### src/rtl/irqv_pkg.sv
package irqv_pkg;

    localparam int DATA_W = 32;
    localparam int CODE_W = 8;
    localparam int ADDR_W = 2;

    typedef logic [CODE_W-1:0] code_t;

    localparam code_t ERR_CODE = '0;

    typedef enum logic [ADDR_W-1:0] {
        RA_MASK = 2'd0,
        RA_PEND = 2'd1,
        RA_VEC  = 2'd2,
        RA_NONE = 2'd3
    } reg_addr_e;

    typedef struct packed {
        logic  hit;
        code_t code;
    } prio_t;

    function automatic logic [DATA_W-1:0] vec_word(input code_t c);
        return {c, {(DATA_W-CODE_W){1'b0}}};
    endfunction

endpackage

### src/rtl/irqv_src_regs.sv
module irqv_src_regs #(
    parameter int                   NUM_SRC = 32,
    parameter logic [NUM_SRC-1:0]   IMPL    = '1
) (
    input  logic               clk,
    input  logic               rst,
    input  logic [NUM_SRC-1:0] src_req,
    input  logic               mask_we,
    input  logic [NUM_SRC-1:0] mask_wdata,
    output logic [NUM_SRC-1:0] pend_q,
    output logic [NUM_SRC-1:0] mask_q
);

    always_ff @(posedge clk) begin
        if (rst) begin
            pend_q <= '0;
            mask_q <= '0;
        end else begin
            pend_q <= src_req & IMPL;
            if (mask_we) begin
                mask_q <= mask_wdata & IMPL;
            end
        end
    end

endmodule

### src/rtl/irqv_prio_enc.sv
module irqv_prio_enc
    import irqv_pkg::*;
#(
    parameter int NUM_SRC = 32
) (
    input  logic [NUM_SRC-1:0] active,
    output prio_t              win
);

    logic [NUM_SRC:0]   lower_any;
    code_t              sel_code [NUM_SRC];

    assign lower_any[0] = 1'b0;

    for (genvar i = 0; i < NUM_SRC; i++) begin : g_cascade
        assign lower_any[i+1] = lower_any[i] | active[i];
        assign sel_code[i]    = (active[i] && !lower_any[i]) ? code_t'(i + 1) : '0;
    end

    always_comb begin
        code_t acc;
        acc = '0;
        for (int i = 0; i < NUM_SRC; i++) begin
            acc = acc | sel_code[i];
        end
        win.hit  = lower_any[NUM_SRC];
        win.code = acc;
    end

endmodule

### src/rtl/irqv_vector.sv
module irqv_vector
    import irqv_pkg::*;
(
    input  logic  clk,
    input  logic  rst,
    input  prio_t win,
    output code_t vec_q
);

    logic req_seen_q;

    always_ff @(posedge clk) begin
        if (rst) begin
            vec_q      <= ERR_CODE;
            req_seen_q <= 1'b0;
        end else begin
            req_seen_q <= win.hit;
            if (win.hit) begin
                vec_q <= win.code;
            end else if (req_seen_q) begin
                vec_q <= ERR_CODE;
            end
        end
    end

endmodule

### src/rtl/irq_vector_ctrl.sv
module irq_vector_ctrl
    import irqv_pkg::*;
#(
    parameter int                 NUM_SRC  = 32,
    parameter logic [NUM_SRC-1:0] IMPL_SRC = 32'h7FFF_7BFF
) (
    input  logic               clk,
    input  logic               rst,
    input  logic [NUM_SRC-1:0] src_req,
    input  logic               rd_en,
    input  logic               wr_en,
    input  logic [ADDR_W-1:0]  addr,
    input  logic [DATA_W-1:0]  wdata,
    output logic [DATA_W-1:0]  rdata,
    output logic               irq_o
);

    logic [NUM_SRC-1:0] pend_q;
    logic [NUM_SRC-1:0] mask_q;
    logic [NUM_SRC-1:0] active;
    prio_t              win;
    code_t              vec_code;
    reg_addr_e          ra;

    assign ra = reg_addr_e'(addr);

    irqv_src_regs #(
        .NUM_SRC (NUM_SRC),
        .IMPL    (IMPL_SRC)
    ) u_regs (
        .clk        (clk),
        .rst        (rst),
        .src_req    (src_req),
        .mask_we    (wr_en && ra == RA_MASK),
        .mask_wdata (wdata[NUM_SRC-1:0]),
        .pend_q     (pend_q),
        .mask_q     (mask_q)
    );

    assign active = pend_q & mask_q;
    assign irq_o  = |active;

    irqv_prio_enc #(
        .NUM_SRC (NUM_SRC)
    ) u_enc (
        .active (active),
        .win    (win)
    );

    irqv_vector u_vec (
        .clk   (clk),
        .rst   (rst),
        .win   (win),
        .vec_q (vec_code)
    );

    always_comb begin
        rdata = '0;
        if (rd_en) begin
            unique case (ra)
                RA_MASK: rdata = DATA_W'(mask_q);
                RA_PEND: rdata = DATA_W'(pend_q);
                RA_VEC:  rdata = vec_word(vec_code);
                RA_NONE: rdata = '0;
            endcase
        end
    end

endmodule

### config.mk
export PLATFORM = sky130hd
export DESIGN_NAME = irq_vector_ctrl
export DESIGN_NICKNAME = d
export VERILOG_FILES = /design/src/rtl/irqv_pkg.sv /design/src/rtl/irqv_src_regs.sv /design/src/rtl/irqv_prio_enc.sv /design/src/rtl/irqv_vector.sv /design/src/rtl/irq_vector_ctrl.sv
export SDC_FILE = /design/constraint.sdc
export NUM_CORES = 1
export LEC_CHECK = 0
export ABC_AREA = 1
export CORE_MARGIN = 2
export CORE_UTILIZATION = 30
export DETAILED_ROUTE_END_ITERATION = 8
export GPL_TIMING_DRIVEN = 0
export PLACE_DENSITY = 0.65
export SLEW_MARGIN = 15
export SYNTH_ARGS = -nofsm -noshare
export SYNTH_HDL_FRONTEND = slang
export SYNTH_SLANG_ARGS = --single-unit
### constraint.sdc
create_clock -name clk -period 1.78 [get_ports clk]
set_input_delay 0.445 -clock clk [delete_from_list [all_inputs] [get_ports clk]]
set_output_delay 0.445 -clock clk [all_outputs]
set_load 0.02 [all_outputs]
Word level (Yosys, flattened, before mapping)
Index checks and enable logic that the tools add are counted.
Storage, ports and cells
  register bits: 70
  bits of input ports: 70
  word-level logic and storage cells: 173
Cells by class
  equality and inequality tests: 3
  multiplexer cells: 36
  bitwise logic cells: 63
  reductions and logical operators: 66
Operators with widths (number)
  bitwise OR 8 bit: 28
  case mux 32 bit (4 select lines): 1
  two-way mux 5 bit: 16
  AND 32 x 31 -> 32 bit: 1
  logical AND 1 bit: 32
  two-way mux 32 bit: 1
  two-way mux 4 bit: 8
  OR reduction 32 bit: 1
  logical NOT 1 bit: 31
  bitwise OR 1 bit: 31
  two-way mux 8 bit: 2
  bitwise OR 8 x 5 -> 8 bit: 2
  two-way mux 3 bit: 4
  bitwise OR 8 x 6 -> 8 bit: 1
  two-way mux 6 bit: 1
  equality test 2 bit, second input constant: 2
  two-way mux 2 bit: 2
  equality test 2 x 1 -> 1 bit, second input constant: 1
  logical NOT 2 bit: 1
  nonzero test 2 bit: 1
  two-way mux 1 bit: 1

Depth between registers and ports, before layout
  depth in word-level cells: 36
  gate-level depth with buffers: 14

Modules after synthesis
Synthesis repeated with hierarchy kept, for this count alone.
Unflattened totals
  cell total of the unflattened synthesis: 682
  area, all modules: 4012.6 um^2
By module, submodules not included
  irqv_src_regs: instances 1, cells an instance 281, area each 2047.0 um^2
  irq_vector_ctrl: instances 1, cells an instance 231, area each 934.6 um^2
  irqv_prio_enc: instances 1, cells an instance 115, area each 636.9 um^2
  irqv_vector: instances 1, cells an instance 55, area each 394.1 um^2

Least setup slack after synthesis
OpenSTA, ideal clock, no wires.
  path type: input to output
  start point: input addr[1]
  end point: output rdata[14]
  arrival time: 1.581 ns
  path slack: -0.246 ns
  stages on the path: 5
  path buffers: 2
  cell sequence: nor2_1 clkbuf_1 clkbuf_1 nand2_1 a21oi_1
Between the ends
  word-level cells in the longest chain between the ends: 3
  elaborated cells on any way between the ends: 6
RTL lines
  from (decl): line irq_vector_ctrl.sv:12  | input logic [ADDR_W-1:0] addr,
  equality test 2 bit, or another cell as far along: line irq_vector_ctrl.sv:60  | unique case (ra)
  case mux 32 bit (4 select lines) *: line irq_vector_ctrl.sv:60
  two-way mux 32 bit *: line irq_vector_ctrl.sv:59  | if (rd_en) begin
  to (decl): line irq_vector_ctrl.sv:14  | output logic [DATA_W-1:0] rdata,
Mark *: on every way between the ends. The rest lies on a longest branch, timed or not.

Worst setup path in the final report
  start point: register u_regs.pend_q[23]
  end point: output irq_o
Between the ends
  word-level cells in the longest chain between the ends: 2
RTL lines
  from (decl): line irqv_src_regs.sv:10  | output logic [NUM_SRC-1:0] pend_q,
  from (signal assigned): line irqv_src_regs.sv:19  | pend_q <= src_req & IMPL;
  AND 32 x 31 -> 32 bit: line irq_vector_ctrl.sv:40  | assign active = pend_q & mask_q;
  OR reduction 32 bit: line irq_vector_ctrl.sv:41  | assign irq_o = |active;
  to (decl): line irq_vector_ctrl.sv:15  | output logic irq_o
No other way between the ends.

==> results list <==
- Clock Latency Late Sink: 0.34 ns
- The routed design uses 5.08 mm of met2 wire.
* HPWL after detailed placement: 7.29 mm
- The clock arrives with 0.00695 ns of skew.
- The area growth from synthesis to layout is 64.9%.
- Antenna violations before repair: 0
- In the final layout, the share of cells above drive strength 1 is 0.330.
* Seq/Total Area, Yosys: 0.398
- Leakage: 2.60 nW
- CTS saw 64 sinks.
- The worst setup path is launched from a register.
- In this run the cell area of the synthesized design comes to 0.00322 mm2.
* Total congestion overflow after global routing: 0
- Worst hold margin: 0.472 ns
- Sequential group share of total power: 0.422
* Required time at the worst-slack endpoint: 1.33 ns
* Crit path DAT: 1.50 ns
- At the pin with the least slew margin, the transition time is 0.637 ns.
* Number of core rows: 37
* Violated checks: negative setup slack
- Largest buffer count on any clock path: 2
- Final number of hold-violating endpoints: 0
- The max-slew violation count came to 0.
* Initial core utilization: 0.310
- The design draws 3.82 mW.
- Residual DRC count: 0
* R2r worst-path depth: 16
- The clock tree synthesis step divided the H-tree into 3 levels.
* Number of maximum-capacitance constraint violations: 0
- Yosys reg bits: 64
- Vias in the first global route: 3,602
* Slowest Stage Delay on Critical Path: 0.33 ns
- Total of endpoints with negative setup slack in the final report: 11
- Post-route setup TNS: -0.512 ns
- The worst pin sits at a relative slew slack of 0.575.
* Die W: 108 um
- The flow ran to the end, but the final reports show violations.
- Entering global routing, the biggest net connects 11 pins.
- Fmax: 515 MHz
* Crit path kind: reg -> out
* Fraction of power spent switching nets: 0.286
- The largest individual stage delay along the critical path comes from the cell sky130_fd_sc_hd__dfxtp_2.
* Worst path buffer plus inverter count: 2
* Cell Pwr Density: 720 mW/mm2
* Setup repair after global routing missed its margin: true
- The worst hold path belongs to the class reg -> reg.
- Switching power: 1.09 mW
- Family of cells with the greatest summed delay on the critical path: simple AND/OR/NAND/NOR gates
- Fraction of the core area covered by cells at the end of the flow: 0.511
- Summed over all nets, wire length on met3 after detailed routing comes to 737 um.
- Distinct cell type count of the synthesized netlist: 28
- After the last flow step, the layout net total stands at 703.
- Met1 wire length: 4.86 mm
* CTS clk-pin slew, worst paths: 0.07 ns
- The critical path runs through a total of 7 cells.
- The tree is rooted in a sky130_fd_sc_hd__clkbuf_8.
* Detailed-route via count: 3,711
* Global-route total usage across every layer: 0.187
- Die Span Y: 108 um
* Max FO, Critical Path: 2
* Final critical-path setup slack: -0.162 ns
* Count of fill cells added during filler insertion: 1,018
* Number of detailed-routing iterations run before antenna repair: 5
* Mean instance size in the synthesized netlist: 6.43 um2
- Post-DR vias/cell: 4.80
- In this run the standard cell core region covers 0.0104 mm2.
- Of the total power, combinational logic draws 0.237.
* CTS Buf Count: 9
- VDD sags by at most 0.000282 V.
* Cell internal power dissipation: 2.73 mW
- STA classifies the critical path endpoint as a primary output.
- The detail route stage leaves a number of antenna-violating nets equal to 0.
* Placed Cells incl. Taps: 731
- Final period demand of the worst path: 1.94 ns
- Synthesis Warnings: 0
- Of the total power, the clock network draws 0.342.
- Dividing the final minimum period by the clock period gives 1.09.
- The die covers 0.0116 mm2.
- TritonCTS built the clock tree.
- Leaving out filler cells and counting taps, the final layout contains 773.
* Number of cells on the worst hold path: 2
- Number of top-level design ports: 103
- Average wire per cell in the routed design: 14.1 um
- The critical path goes through nand2_2 -> inv_2 -> nor3_2 -> nand4_1 -> nor3_2 -> nand2_2 -> buf_6.
- Routability congestion estimate from global placement: 0.892
* Wire length of the first global-routing pass: 16.8 mm
- Final Routed Wirelength: 10.9 mm
* Max Used Layer: met4
- Quantity of I/O buffers inserted on ports: 93
- Diode count: 0
- Iteration-0 DRC Markers: 186
- Synthesis produced 500 cells.
synth_stat cells, drive strengths merged:
cell,count,area [um2]
nand3b,1,7.51
clkbuf,18,67.6
nor2,113,458
conb,1,3.75
nand2,105,434
clkinv,1,5.00
a31oi,2,12.5
a21oi,31,155
nor3,6,40.0
o211ai,1,7.51
nand3,53,270
buf,8,43.8
dfxtp,64,1280
o21ai,35,175
inv,57,214
nand4,4,40.0
cell usage in the layout (no fill, tap or decap), types with 3 or more instances in the layout:
master | netlist | final
sky130_fd_sc_hd__conb_1 | 1 | 3
sky130_fd_sc_hd__a21oi_4 | 0 | 6
sky130_fd_sc_hd__a21oi_2 | 0 | 15
sky130_fd_sc_hd__o21ai_0 | 34 | 34
sky130_fd_sc_hd__nand3_1 | 52 | 42
sky130_fd_sc_hd__nor2_1 | 109 | 104
sky130_fd_sc_hd__dfxtp_2 | 0 | 18
sky130_fd_sc_hd__buf_6 | 0 | 23
sky130_fd_sc_hd__nor2_4 | 2 | 5
sky130_fd_sc_hd__nand4_1 | 3 | 3
sky130_fd_sc_hd__buf_4 | 3 | 36
sky130_fd_sc_hd__buf_2 | 2 | 5
sky130_fd_sc_hd__dfxtp_1 | 64 | 44
sky130_fd_sc_hd__clkdlybuf4s50_1 | 0 | 60
sky130_fd_sc_hd__clkbuf_8 | 0 | 13
sky130_fd_sc_hd__inv_1 | 56 | 50
sky130_fd_sc_hd__buf_8 | 0 | 6
sky130_fd_sc_hd__nor2_2 | 1 | 3
sky130_fd_sc_hd__inv_2 | 1 | 6
sky130_fd_sc_hd__nand2_1 | 95 | 60
sky130_fd_sc_hd__clkbuf_1 | 18 | 8
sky130_fd_sc_hd__a21oi_1 | 31 | 10
sky130_fd_sc_hd__nand3_2 | 1 | 11
sky130_fd_sc_hd__nand2_2 | 7 | 25
sky130_fd_sc_hd__clkbuf_16 | 0 | 3
sky130_fd_sc_hd__nand2_4 | 3 | 20
sky130_fd_sc_hd__nor3_1 | 4 | 4
stage by stage:
step | setup slack [ns] | instance area (um2)
after floorplan | 0.0232 | 3290
after global placement | -1.28 | 4390
after detailed placement | -1.32 | 4390
after CTS | -0.218 | 4880
after global routing | -0.270 | 5300
final | -0.162 | 5300
what timing repair did:
action | in CTS | in global routing
resized for setup | 229 | 107
gates cloned | 4 | 1
setup endpoints to repair | 40 | 43
pin swaps | 15 | 37
endpoints found under the hold margin | 0 | 0
hold buffers | 0 | 0
buffers inserted | 13 | 13
worst register-to-register path, cell delays in order (launching register included):
cell and delay, ns:
sky130_fd_sc_hd__dfxtp_1 0.34, sky130_fd_sc_hd__nand2_1 0.12, sky130_fd_sc_hd__nand2_2 0.08, sky130_fd_sc_hd__nor2_4 0.11, sky130_fd_sc_hd__nand2_4 0.07, sky130_fd_sc_hd__nor2_4 0.13
sky130_fd_sc_hd__buf_6 0.11, sky130_fd_sc_hd__buf_6 0.10, sky130_fd_sc_hd__nand2_4 0.05, sky130_fd_sc_hd__inv_4 0.07, sky130_fd_sc_hd__nand4_4 0.07, sky130_fd_sc_hd__inv_2 0.08
sky130_fd_sc_hd__nand2_2 0.05, sky130_fd_sc_hd__nand2_1 0.07, sky130_fd_sc_hd__nand3_1 0.07, sky130_fd_sc_hd__nand2_1 0.06, sky130_fd_sc_hd__inv_1 0.04
layer usage:
layer / global-route usage / vias up
met5: 0 / -
met4: 0.0632 / 0
met3: 0.0533 / 18
met2: 0.307 / 127
met1: 0.234 / 1732
li1: - / 1834
path summary, 6_finish.rpt:
path / slack, ns / from / to
max: -0.16 / u_regs.pend_q[23] / irq_o
min: 0.47 / u_vec.vec_q[3] / u_vec.vec_q[3]
max reg2reg: 0.04 / u_regs.mask_q[7] / u_vec.vec_q[4]
min reg2reg: 0.47 / u_vec.vec_q[3] / u_vec.vec_q[3]
cells by family (layout without fill, tap and decap cells):
family / Yosys count / in the layout / synth area share
AOI/OAI and AO/OA: 69 / 69 / 0.109
buffers and inverters: 84 / 219 / 0.103
DFF: 64 / 64 / 0.398
other: 1 / 3 / 0.00117
and+or+nand+nor: 282 / 282 / 0.389
power groups by stage:
stage	clock (mW)	combinational, mW	sequential, mW
CTS	1.33	0.791	1.59
global route	1.39	0.985	1.62
floorplan	0	0.406	1.61
finish	1.30	0.904	1.61
detailed placement	0	0.698	1.62
global placement	0	0.691	1.62
registers in the layout (all words and copies together) (netlist names):
signal	flops
u_vec.req_seen_q	1
u_regs.mask_q	29
u_vec.vec_q	5
u_regs.pend_q	29
layout make-up:
cell class	count	area [um2]	share of cell area
inverters	58	223	0.0420
clock inverters	3	40.0	0.00755
flip-flops and latches	64	1310	0.247
clock buffers	12	165	0.0311
well taps	136	170	0.0321
plain buffers	23	208	0.0392
multi-input cells	354	1990	0.374
repair buffers	123	1200	0.226
(Power assumes the default switching activity.)
